## src/rtl/i2c_bit_timer_pkg.sv

```systemverilog
`timescale 1ns/1ps
package i2c_bit_timer_pkg;
    localparam int WORD_W  = 32;
    localparam int PRE_W   = 4;
    localparam int DLY_W   = 4;
    localparam int PER_W   = 8;
    localparam int DNF_W   = 4;
    localparam int UNIT_W  = PER_W + 1;

    typedef struct packed {
        logic [PRE_W-1:0] prescale;
        logic [DLY_W-1:0] setup;
        logic [DLY_W-1:0] hold;
        logic [PER_W-1:0] high;
        logic [PER_W-1:0] low;
    } tcfg_t;

    typedef enum logic [1:0] {
        BK_ZERO    = 2'd0,
        BK_ONE     = 2'd1,
        BK_RELEASE = 2'd2
    } bit_kind_t;

    typedef enum logic [2:0] {
        ST_IDLE, ST_FALL, ST_HOLD, ST_SETUP, ST_RISE, ST_HIGH, ST_GAP
    } phase_t;

    function automatic logic [UNIT_W-1:0] period_units(input logic [PER_W-1:0] v);
        return UNIT_W'(v) + UNIT_W'(1);
    endfunction

    function automatic logic [UNIT_W-1:0] delay_units(input logic [DLY_W-1:0] v, input logic plus1);
        return UNIT_W'(v) + UNIT_W'(plus1);
    endfunction
endpackage

```

## src/rtl/i2c_glitch_filter.sv

```systemverilog
`timescale 1ns/1ps
module i2c_glitch_filter #(
    parameter int COEF_W = 4
) (
    input  logic              clk,
    input  logic              rst,
    input  logic              line_in,
    input  logic [COEF_W-1:0] coef,
    output logic              level
);
    logic              meta_q, sync_q, filt_q;
    logic [COEF_W-1:0] run_q;

    always_ff @(posedge clk) begin
        if (rst) begin
            meta_q <= 1'b1;
            sync_q <= 1'b1;
            filt_q <= 1'b1;
            run_q  <= '0;
        end else begin
            meta_q <= line_in;
            sync_q <= meta_q;
            if (coef == '0 || sync_q == filt_q) begin
                filt_q <= sync_q;
                run_q  <= '0;
            end else if (run_q == coef - 1'b1) begin
                filt_q <= sync_q;
                run_q  <= '0;
            end else begin
                run_q <= run_q + 1'b1;
            end
        end
    end

    assign level = (coef == '0) ? sync_q : filt_q;

    AST_FILT_FOLLOWS_SYNC: assert property (@(posedge clk) disable iff (rst) (coef != '0 && filt_q != $past(filt_q)) |-> ($past(sync_q) == filt_q)) else $error("filter took a level the synchronizer never held");
endmodule

```

## src/rtl/i2c_unit_timer.sv

```systemverilog
`timescale 1ns/1ps
module i2c_unit_timer #(
    parameter int CNT_W = 9,
    parameter int PRE_W = 4
) (
    input  logic             clk,
    input  logic             rst,
    input  logic             start,
    input  logic [CNT_W-1:0] len,
    input  logic [PRE_W-1:0] prescale,
    output logic             expired
);
    logic [CNT_W-1:0] rem_q;
    logic [PRE_W-1:0] pre_q;

    always_ff @(posedge clk) begin
        if (rst) begin
            rem_q <= '0;
            pre_q <= '0;
        end else if (start) begin
            rem_q <= len;
            pre_q <= '0;
        end else if (rem_q != '0) begin
            if (pre_q == prescale) begin
                pre_q <= '0;
                rem_q <= rem_q - 1'b1;
            end else begin
                pre_q <= pre_q + 1'b1;
            end
        end
    end

    assign expired = (rem_q == '0);

    AST_TMR_NO_WRAP: assert property (@(posedge clk) disable iff (rst) (!start && rem_q == '0) |=> (rem_q == '0)) else $error("unit timer wrapped");
    AST_TMR_STEP: assert property (@(posedge clk) disable iff (rst) (!start && rem_q != '0) |=> (rem_q == $past(rem_q) || rem_q == $past(rem_q) - 1'b1)) else $error("unit timer skipped");
endmodule

```

## src/rtl/i2c_bit_timer.sv

```systemverilog
`timescale 1ns/1ps
module i2c_bit_timer
    import i2c_bit_timer_pkg::*;
#(
    parameter int COEF_W = DNF_W
) (
    input  logic              clk,
    input  logic              rst,
    input  logic [WORD_W-1:0] timing_word,
    input  logic [COEF_W-1:0] dnf_coef,
    input  logic              req_valid,
    input  logic [1:0]        req_kind,
    output logic              req_ready,
    output logic              scl_oe,
    output logic              sda_oe,
    input  logic              scl_in,
    input  logic              sda_in,
    output logic              bit_done,
    output logic              bit_data
);
    phase_t            st_q;
    tcfg_t             cfg_q, word_cfg;
    logic [COEF_W-1:0] coef_q;
    bit_kind_t         kind_q;
    logic              scl_f, sda_f;
    logic              a_start, b_start, a_exp, b_exp;
    logic [UNIT_W-1:0] a_len, b_len;
    logic              accept;
    logic              rsv_unused;

    assign word_cfg = '{prescale: timing_word[31:28], setup: timing_word[23:20],
                        hold: timing_word[19:16], high: timing_word[15:8], low: timing_word[7:0]};
    assign rsv_unused = ^timing_word[27:24];

    i2c_glitch_filter #(.COEF_W(COEF_W)) u_scl_filt (
        .clk(clk), .rst(rst), .line_in(scl_in), .coef(coef_q), .level(scl_f));
    i2c_glitch_filter #(.COEF_W(COEF_W)) u_sda_filt (
        .clk(clk), .rst(rst), .line_in(sda_in), .coef(coef_q), .level(sda_f));

    assign a_start = (st_q == ST_FALL && !scl_f) || (st_q == ST_RISE && scl_f);
    assign a_len   = (st_q == ST_RISE) ? period_units(cfg_q.high) : period_units(cfg_q.low);
    assign b_start = (st_q == ST_FALL && !scl_f) || (st_q == ST_HOLD && b_exp);
    assign b_len   = (st_q == ST_HOLD) ? delay_units(cfg_q.setup, 1'b1) : delay_units(cfg_q.hold, 1'b0);

    i2c_unit_timer #(.CNT_W(UNIT_W), .PRE_W(PRE_W)) u_phase_tmr (
        .clk(clk), .rst(rst), .start(a_start), .len(a_len),
        .prescale(cfg_q.prescale), .expired(a_exp));
    i2c_unit_timer #(.CNT_W(UNIT_W), .PRE_W(PRE_W)) u_data_tmr (
        .clk(clk), .rst(rst), .start(b_start), .len(b_len),
        .prescale(cfg_q.prescale), .expired(b_exp));

    assign req_ready = (st_q == ST_IDLE) || (st_q == ST_GAP);
    assign accept    = req_valid && req_ready;

    always_ff @(posedge clk) begin
        if (rst) begin
            st_q     <= ST_IDLE;
            cfg_q    <= '0;
            coef_q   <= '0;
            kind_q   <= BK_ONE;
            scl_oe   <= 1'b0;
            sda_oe   <= 1'b0;
            bit_done <= 1'b0;
            bit_data <= 1'b1;
        end else begin
            bit_done <= 1'b0;
            case (st_q)
                ST_IDLE, ST_GAP: begin
                    if (accept) begin
                        if (req_kind == BK_RELEASE) begin
                            sda_oe <= 1'b0;
                            st_q   <= ST_IDLE;
                        end else begin
                            if (st_q == ST_IDLE) begin
                                cfg_q  <= word_cfg;
                                coef_q <= dnf_coef;
                            end
                            kind_q <= (req_kind == BK_ZERO) ? BK_ZERO : BK_ONE;
                            scl_oe <= 1'b1;
                            st_q   <= ST_FALL;
                        end
                    end
                end
                ST_FALL:  if (!scl_f) st_q <= ST_HOLD;
                ST_HOLD: begin
                    if (b_exp) begin
                        sda_oe <= (kind_q == BK_ZERO);
                        st_q   <= ST_SETUP;
                    end
                end
                ST_SETUP: begin
                    if (a_exp && b_exp) begin
                        scl_oe <= 1'b0;
                        st_q   <= ST_RISE;
                    end
                end
                ST_RISE:  if (scl_f) st_q <= ST_HIGH;
                ST_HIGH: begin
                    if (a_exp) begin
                        bit_done <= 1'b1;
                        bit_data <= sda_f;
                        st_q     <= ST_GAP;
                    end
                end
                default:  st_q <= ST_IDLE;
            endcase
        end
    end

    AST_IDLE_LINES: assert property (@(posedge clk) disable iff (rst) (st_q == ST_IDLE) |-> !scl_oe) else $error("SCL held while idle");
    AST_SDA_QUIET_HIGH: assert property (@(posedge clk) disable iff (rst) (st_q == ST_RISE || st_q == ST_HIGH) |=> $stable(sda_oe)) else $error("SDA moved with SCL released");
    AST_SETUP_BEFORE_RELEASE: assert property (@(posedge clk) disable iff (rst) $fell(scl_oe) |-> $past(a_exp && b_exp)) else $error("SCL released early");
    AST_DONE_SINGLE: assert property (@(posedge clk) disable iff (rst) bit_done |=> !bit_done) else $error("bit_done longer than one clock");
    AST_DONE_SCL_FREE: assert property (@(posedge clk) disable iff (rst) bit_done |-> !scl_oe) else $error("bit_done with SCL low");
    AST_BUSY_NOT_READY: assert property (@(posedge clk) disable iff (rst) (st_q == ST_HOLD || st_q == ST_SETUP || st_q == ST_HIGH) |-> !req_ready) else $error("ready during a bit");
    AST_CFG_FROZEN: assert property (@(posedge clk) disable iff (rst) (st_q != ST_IDLE && $past(st_q) != ST_IDLE) |-> ($stable(cfg_q) && $stable(coef_q))) else $error("config changed mid transfer");
endmodule

```

## config.mk

```make
export PLATFORM = sky130hd
export DESIGN_NAME = i2c_bit_timer
export DESIGN_NICKNAME = d
export VERILOG_FILES = /design/src/rtl/i2c_bit_timer_pkg.sv /design/src/rtl/i2c_glitch_filter.sv /design/src/rtl/i2c_unit_timer.sv /design/src/rtl/i2c_bit_timer.sv
export SDC_FILE = /design/constraint.sdc
export NUM_CORES = 1
export LEC_CHECK = 0
export ABC_CLOCK_PERIOD_IN_PS = 5100
export CORE_MARGIN = 2
export CORE_UTILIZATION = 61
export DETAILED_ROUTE_END_ITERATION = 8
export PLACE_DENSITY = 0.81
export SLEW_MARGIN = 25
export SYNTH_ARGS = -nofsm -noshare
export SYNTH_HDL_FRONTEND = slang
export SYNTH_HIERARCHICAL = 1
export SYNTH_SLANG_ARGS = --single-unit
```

## constraint.sdc

```tcl
create_clock -name clk -period 5.1 [get_ports clk]
set_clock_uncertainty 0.15 [all_clocks]
set_input_delay 1.53 -clock clk [delete_from_list [all_inputs] [get_ports clk]]
set_output_delay 1.53 -clock clk [all_outputs]
set_load 0.01 [all_outputs]
```

==> results of run 1 <==
-- per-layer routing --
metal,track usage [%],part of all wire [%],up-vias
met3,7.94,5.5,19
met2,43.4,50,109
li1,-,-,1941
met4,9.91,2.1,0
met5,0,0,-
met1,30.5,43,1819
-- stage by stage --
| stage | setup WS, ns | cell area, um^2 |
|---|---|---|
| detailed placement | 1.81 | 4830 |
| global route | 1.26 | 5030 |
| CTS | 1.42 | 5030 |
| floorplan | 2.51 | 4430 |
| finish | 1.43 | 5030 |
| global placement | 1.85 | 4830 |
-- sequential cells by signal, summed over array words and instances (netlist names), 3 cells and up --
name	count
u_phase_tmr/rem_q	9
coef_q	4
u_data_tmr/rem_q	9
u_data_tmr/pre_q	4
u_phase_tmr/pre_q	4
u_sda_filt/run_q	4
st_q	3
u_scl_filt/run_q	4
cfg_q	28
-- critical path: stages (launching register included) --
cell and delay [ns]:
dfxtp_1 0.67, xor2_1 0.39, nor2_1 0.08, clkdlybuf4s50_1 0.50
-- Yosys cell counts, drive strengths merged, types with 3 or more instances --
cell | n | area [um^2]
mux2 | 6 | 67.6
or3 | 12 | 77.6
xor2 | 8 | 70.1
nor4 | 8 | 62.6
ha | 10 | 125
clkbuf | 9 | 33.8
nand2b | 3 | 18.8
or3b | 3 | 26.3
nand2 | 90 | 338
nor3b | 4 | 56.3
and3 | 6 | 42.5
nor3 | 9 | 55.1
a21oi | 55 | 275
nand3 | 19 | 95.1
o31a | 12 | 108
a21o | 3 | 25.0
o21ai | 11 | 55.1
buf | 15 | 104
or2 | 9 | 56.3
a21boi | 5 | 37.5
o221ai | 3 | 26.3
mux2i | 7 | 70.1
nor2 | 43 | 161
a311oi | 8 | 70.1
dlygate4sd1 | 4 | 35.0
o31ai | 4 | 30.0
and4 | 3 | 26.3
or4 | 8 | 67.6
and4b | 3 | 30.0
inv | 24 | 90.1
xnor2 | 26 | 243
dfxtp | 80 | 1600
-- worst max path at each step --
stage,start,endpoint,slack (ns)
6_report,st_q[2],req_ready,1.43
5_1_grt,st_q[2],req_ready,1.26
4_1_cts,st_q[2],req_ready,1.42
3_5_place_dp,req_kind[0],cfg_q[9],1.81
3_3_place_gp,st_q[2],req_ready,1.85
2_1_floorplan,req_kind[0],cfg_q[21],2.51
-- cell families (layout without fill, tap and decap cells) --
group / Yosys count / after routing / share of synthesized area [%]
other cells: 1 / 4 / 0.0848
mux: 13 / 13 / 3.11
fa+ha+maj: 10 / 10 / 2.83
simple gates: 226 / 226 / 26.2
compound gates: 115 / 115 / 17.3
xor+xnor: 36 / 36 / 8.15
flops: 80 / 80 / 36.2
buf+inv: 54 / 88 / 6.11
-- cell usage in the layout (no fill, tap or decap), types with 5 or more instances in the layout --
cell type         n
or3_1            10
xor2_1            8
ha_1             10
xnor2_1          24
or2_2             7
a21oi_1          55
inv_1            24
a21boi_0          5
o21ai_0          10
a311oi_1          8
or4_1             6
nand2_1          90
nor4_1            6
nand3_1          19
dfxtp_1          80
and3_1            5
nor3_1            7
mux2i_1           7
mux2_2            5
clkbuf_8         10
clkdlybuf4s50_1  42
nor2_1           43
o31a_1           10
-- power by group --
part	internal (uW)	switching, uW
combinational	448	599
clock	241	232
sequential	738	144
-- cell type report --
type	count	area, um^2
multi-input combinational	404	2560
fill	600	2100
sequential	80	1600
timing repair buffer	46	450
clock buffer	12	145
tap	99	124
inverter	26	97.6
clock inverter	4	53.8
==> results by group, run 1 <==
Status
  – Outcome: finished, final reports clean

Timing
  – TNS Setup: 0 ns
  – Final Slew Violations: 0
  – Worst rel slew slack: 37.4%
  – Worst-Margin Slew: 0.934 ns
  – RSZ-0062 raised after global routing: false
  – Final setup viols: 0
  – Worst hold slack: 0.267 ns
  – Min Tclk post-route: 3.67 ns
  – Fin. Hold Viols: 0
  – Share of the clock period used by the worst path: 71.9%
  – Fmax: 0.273 GHz

Routing
  – Initial drt markers: 205
  – DR WL/cell: 14.2 um
  – Antenna Violating Nets Remaining: 0
  – Routed wire length: 9550 um
  – Remaining DRCs: 0
  – DR vias/cell: 5.79
  – Router iterations before antenna repair: 5
  – Vias: 3888

CTS
  – CTS tree: done
  – CTS Buffer Depth: 2
  – Root Buffer: clkbuf_8
  – Clk_lat worst skew: 0.36 ns
  – Post-CTS setup buffers: 0
  – Gates resized, CTS repair: 0
  – CTS H-tree lvls: 3
  – Hold-fix buffers, CTS: 0
  – Clk pin slew, worst setup/hold paths: 0.08 ns
  – TritonCTS buffer count: 9
  – Clock sinks: 80

Setup path
  – Setup crit end kind: primary output
  – CP max FO: 17
  – CP Data Arrival Time: 1.99 ns
  – Worst reg2reg path depth: 10
  – Critical R2R Capture: u_phase_tmr/rem_q[0]
  – Critical path launch point type: flop
  – Crit path kind: reg2out
  – R2R Setup Slk: 1.87 ns
  – RR Startpoint: coef_q[0]
  – Required time of the worst setup path: 3.42 ns

Final layout
  – Layout cell share with drive strength beyond 1: 9.27%
  – ANT cells: 0
  – Final nets: 620
  – Area grow syn2layout: 13.8%
  – Utilization after layout: 70.5%
  – Post-route insts no fill: 671

Placement
  – DPL Wire Length: 6610 um
  – Gpl congestion: 0.814
  – Placed insts: 655
  – PortBufs: 43

Logic synthesis
  – Syn_area_per_cell: 8.26 um^2
  – Async set-reset flop share out of synthesis: 0%
  – Cells after Synth: 535
  – Synthesized area: 4420 um^2
  – Synthesized flop and latch total: 80
  – Synth Flop Type: dfxtp_1
  – Yosys cell types: 65
  – Warnings from Yosys: 6
  – Sequential area share after synthesis: 36.2%
  – Post-synth EDFFs: 0

Pwr
  – Total Power: 2400 uW
  – Max VDD drop: 0.000401 V
  – Pwr dens: 477 nW/um^2
  – Leakage: 0.00180 uW

GRT
  – Congestion Overflow GR: 0
  – Initial antenna violation count: 0
  – First-pass GRT wire length: 15800 um
  – Vias in the first global route: 3545
  – Largest net degree at the start of global routing: 58
  – All-Layer GR Usage: 25.6%

Worst hold path
  – HP Class: reg2reg
  – Hold Path End: u_sda_filt/sync_q
  – Hold path startpoint: u_sda_filt/meta_q
  – WHS Path Cells: 1

Floorplanning
  – # rows: 31
  – I/O Pins: 48
  – Die Span Y: 89.1 um
  – Die ar.: 7940 um^2
  – Core region area: 7140 um^2
  – Initial Util: 61.9%
  – Die width: 89.1 um

Job
  – Max-cap violations: 0
Power figures use the tool's default switching activity.
==> run 2: changes to the inputs <==
--- a/config.mk
+++ b/config.mk
@@ -5,11 +5,11 @@
 export SDC_FILE = /design/constraint.sdc
 export NUM_CORES = 1
 export LEC_CHECK = 0
-export ABC_CLOCK_PERIOD_IN_PS = 5100
+export ABC_CLOCK_PERIOD_IN_PS = 3540
 export CORE_MARGIN = 2
-export CORE_UTILIZATION = 61
+export CORE_UTILIZATION = 57
 export DETAILED_ROUTE_END_ITERATION = 8
-export PLACE_DENSITY = 0.81
+export PLACE_DENSITY = 0.76
 export SLEW_MARGIN = 25
 export SYNTH_ARGS = -nofsm -noshare
 export SYNTH_HDL_FRONTEND = slang
==> constraint.sdc (replaced) <==
create_clock -name clk -period 3.54 [get_ports clk]
set_clock_uncertainty 0.15 [all_clocks]
set_input_delay 1.062 -clock clk [delete_from_list [all_inputs] [get_ports clk]]
set_output_delay 1.062 -clock clk [all_outputs]
set_load 0.01 [all_outputs]
==> run 2 against run 1 <==
Cell count rose by 1.2%. Combinational power rose by 45%. Flip-flop and latch count did not move. Die area rose by 6.7%. Hold slack got worse by 0.0013 ns. Global-route usage fell by 1.5 points. First-iteration DRC count fell by 42%. Routed wire length barely moved. Cell area rose by 1.7%. Register-to-register slack got worse by 1.0 ns. Critical path type unchanged.
==> results by group, run 2 (synthesis gave the netlist of run 1 again) <==
Job
  – Max-cap violations: 0

Pwr
  – Total Power: 3600 uW
  – Clock share of power: 22.4%
  – Sequential power share: 35.3%
  – Int Pwr: 2180 uW
  – Switching portion of total power: 39.4%
  – Leakage: 0.00185 uW
  – Max VDD drop: 0.000512 V
  – Sw Pwr: 1420 uW
  – Combinational share of power: 42.3%
  – Pwr dens: 704 nW/um^2

CTS
  – Clk pin slew, worst setup/hold paths: 0.08 ns
  – Post-CTS setup buffers: 0
  – Root Buffer: clkbuf_8
  – Gates resized, CTS repair: 0
  – CTS Buffer Depth: 2
  – CTS H-tree lvls: 3
  – Clock sinks: 80
  – Hold-fix buffers, CTS: 0
  – Clk_lat worst skew: 0.35 ns
  – CTS tree: done
  – TritonCTS buffer count: 9

Setup path
  – Setup crit end kind: primary output
  – Critical path launch point type: flop
  – Crit path kind: reg2out
  – Required time of the worst setup path: 2.33 ns
  – CP Data Arrival Time: 1.93 ns
  – CP max FO: 15

GRT
  – Largest net degree at the start of global routing: 41
  – First-pass GRT wire length: 16600 um
  – Congestion Overflow GR: 0
  – All-Layer GR Usage: 24.1%
  – Vias in the first global route: 3726
  – Initial antenna violation count: 0

Floorplanning
  – Die ar.: 8480 um^2
  – I/O Pins: 48
  – # rows: 32
  – Die width: 92.1 um
  – Core region area: 7610 um^2
  – Initial Util: 58.1%
  – Die Span Y: 92.1 um

Final layout
  – Most frequent cells in the layout: nand2_1, dfxtp_1, a21oi_1, nor2_1, clkdlybuf4s50_1
  – FF/Latch Area: 1600 um^2
  – Most common cell after layout, fill and taps aside: nand2_1
  – Layout cell share with drive strength beyond 1: 10.4%
  – Area grow syn2layout: 15.7%
  – Largest register FFs: 28
  – Final nets: 625
  – Biggest regs: cfg_q (28), u_data_tmr/rem_q (9), u_phase_tmr/rem_q (9)
  – Filler Cells Inserted: 660
  – Top reg by flops: cfg_q
  – ANT cells: 0
  – Multi-input gate area: 2560 um^2

Timing
  – Final setup viols: 0
  – Final Slew Violations: 0
  – RSZ-0062 raised after global routing: false
  – TNS Setup: 0 ns
  – Share of the clock period used by the worst path: 88.9%
  – Worst hold slack: 0.265 ns
  – Worst rel slew slack: 52.8%
  – Fin. Hold Viols: 0
  – Min Tclk post-route: 3.15 ns
  – Worst-Margin Slew: 0.709 ns
  – Fmax: 0.318 GHz

Routing
  – Antenna Violating Nets Remaining: 0
  – DR vias/cell: 5.72
  – DR WL/cell: 14.1 um
  – Remaining DRCs: 0
  – Initial drt markers: 119
  – Router iterations before antenna repair: 4
  – Routed wire length: 9540 um
  – Vias: 3882

Worst hold path
  – HP Class: reg2reg

Placement
  – Gpl congestion: 0.821
  – DPL Wire Length: 6800 um
  – PortBufs: 43

Status
  – Outcome: finished, final reports clean
[run 2: per-layer routing]
metal | vias up | track usage, % | share of wire [%]
met3 | 17 | 3.29 | 3.1
li1 | 1953 | - | -
met2 | 75 | 41.2 | 47
met1 | 1837 | 29.7 | 47
met4 | 0 | 12.3 | 2.7
met5 | - | 0 | 0
[run 2: critical path, stage by stage, from the launching register on]
cell and delay [ns]:
dfxtp_1 0.62, xor2_1 0.40, nor2_1 0.07, clkdlybuf4s50_1 0.49
[run 2: worst paths after layout]
path | cells after the start | to | slack (ns) | from
max | 3 | req_ready | 0.39 | st_q[1]
min | 1 | u_scl_filt/sync_q | 0.27 | u_scl_filt/meta_q
max reg2reg | 9 | u_data_tmr/rem_q[5] | 0.87 | u_data_tmr/rem_q[2]
min reg2reg | 1 | u_scl_filt/sync_q | 0.27 | u_scl_filt/meta_q
[run 2: stage by stage]
step / utilization, % / cell area (um^2) / setup slack [ns] / instances
2_1_floorplan: - / 4430 / 1.09 / 538
6_report: 67.3 / 5120 / 0.394 / 679
3_5_place_dp: 64.0 / 4870 / 0.748 / 663
4_1_cts: 67.3 / 5120 / 0.375 / 679
3_3_place_gp: 64.0 / 4870 / 0.771 / 663
5_1_grt: 67.3 / 5120 / 0.251 / 679
[run 2: cell type report]
class	instances	area share, %
well taps	102	2.49
inverters	26	1.91
flip-flops and latches	80	31.3
repair buffers	51	9.49
multi-input cells	404	50.0
clock inverters	7	2.35
clock buffers	9	2.42
[run 2: power groups by stage]
| stage | registers [uW] | clock network [uW] | logic, uW |
|---|---|---|---|
| 3_3_place_gp | 1280 | 0 | 1450 |
| 2_1_floorplan | 1210 | 0 | 1300 |
| 6_report | 1270 | 808 | 1520 |
| 4_1_cts | 1270 | 823 | 1510 |
| 3_5_place_dp | 1290 | 0 | 1500 |
| 5_1_grt | 1300 | 855 | 1720 |
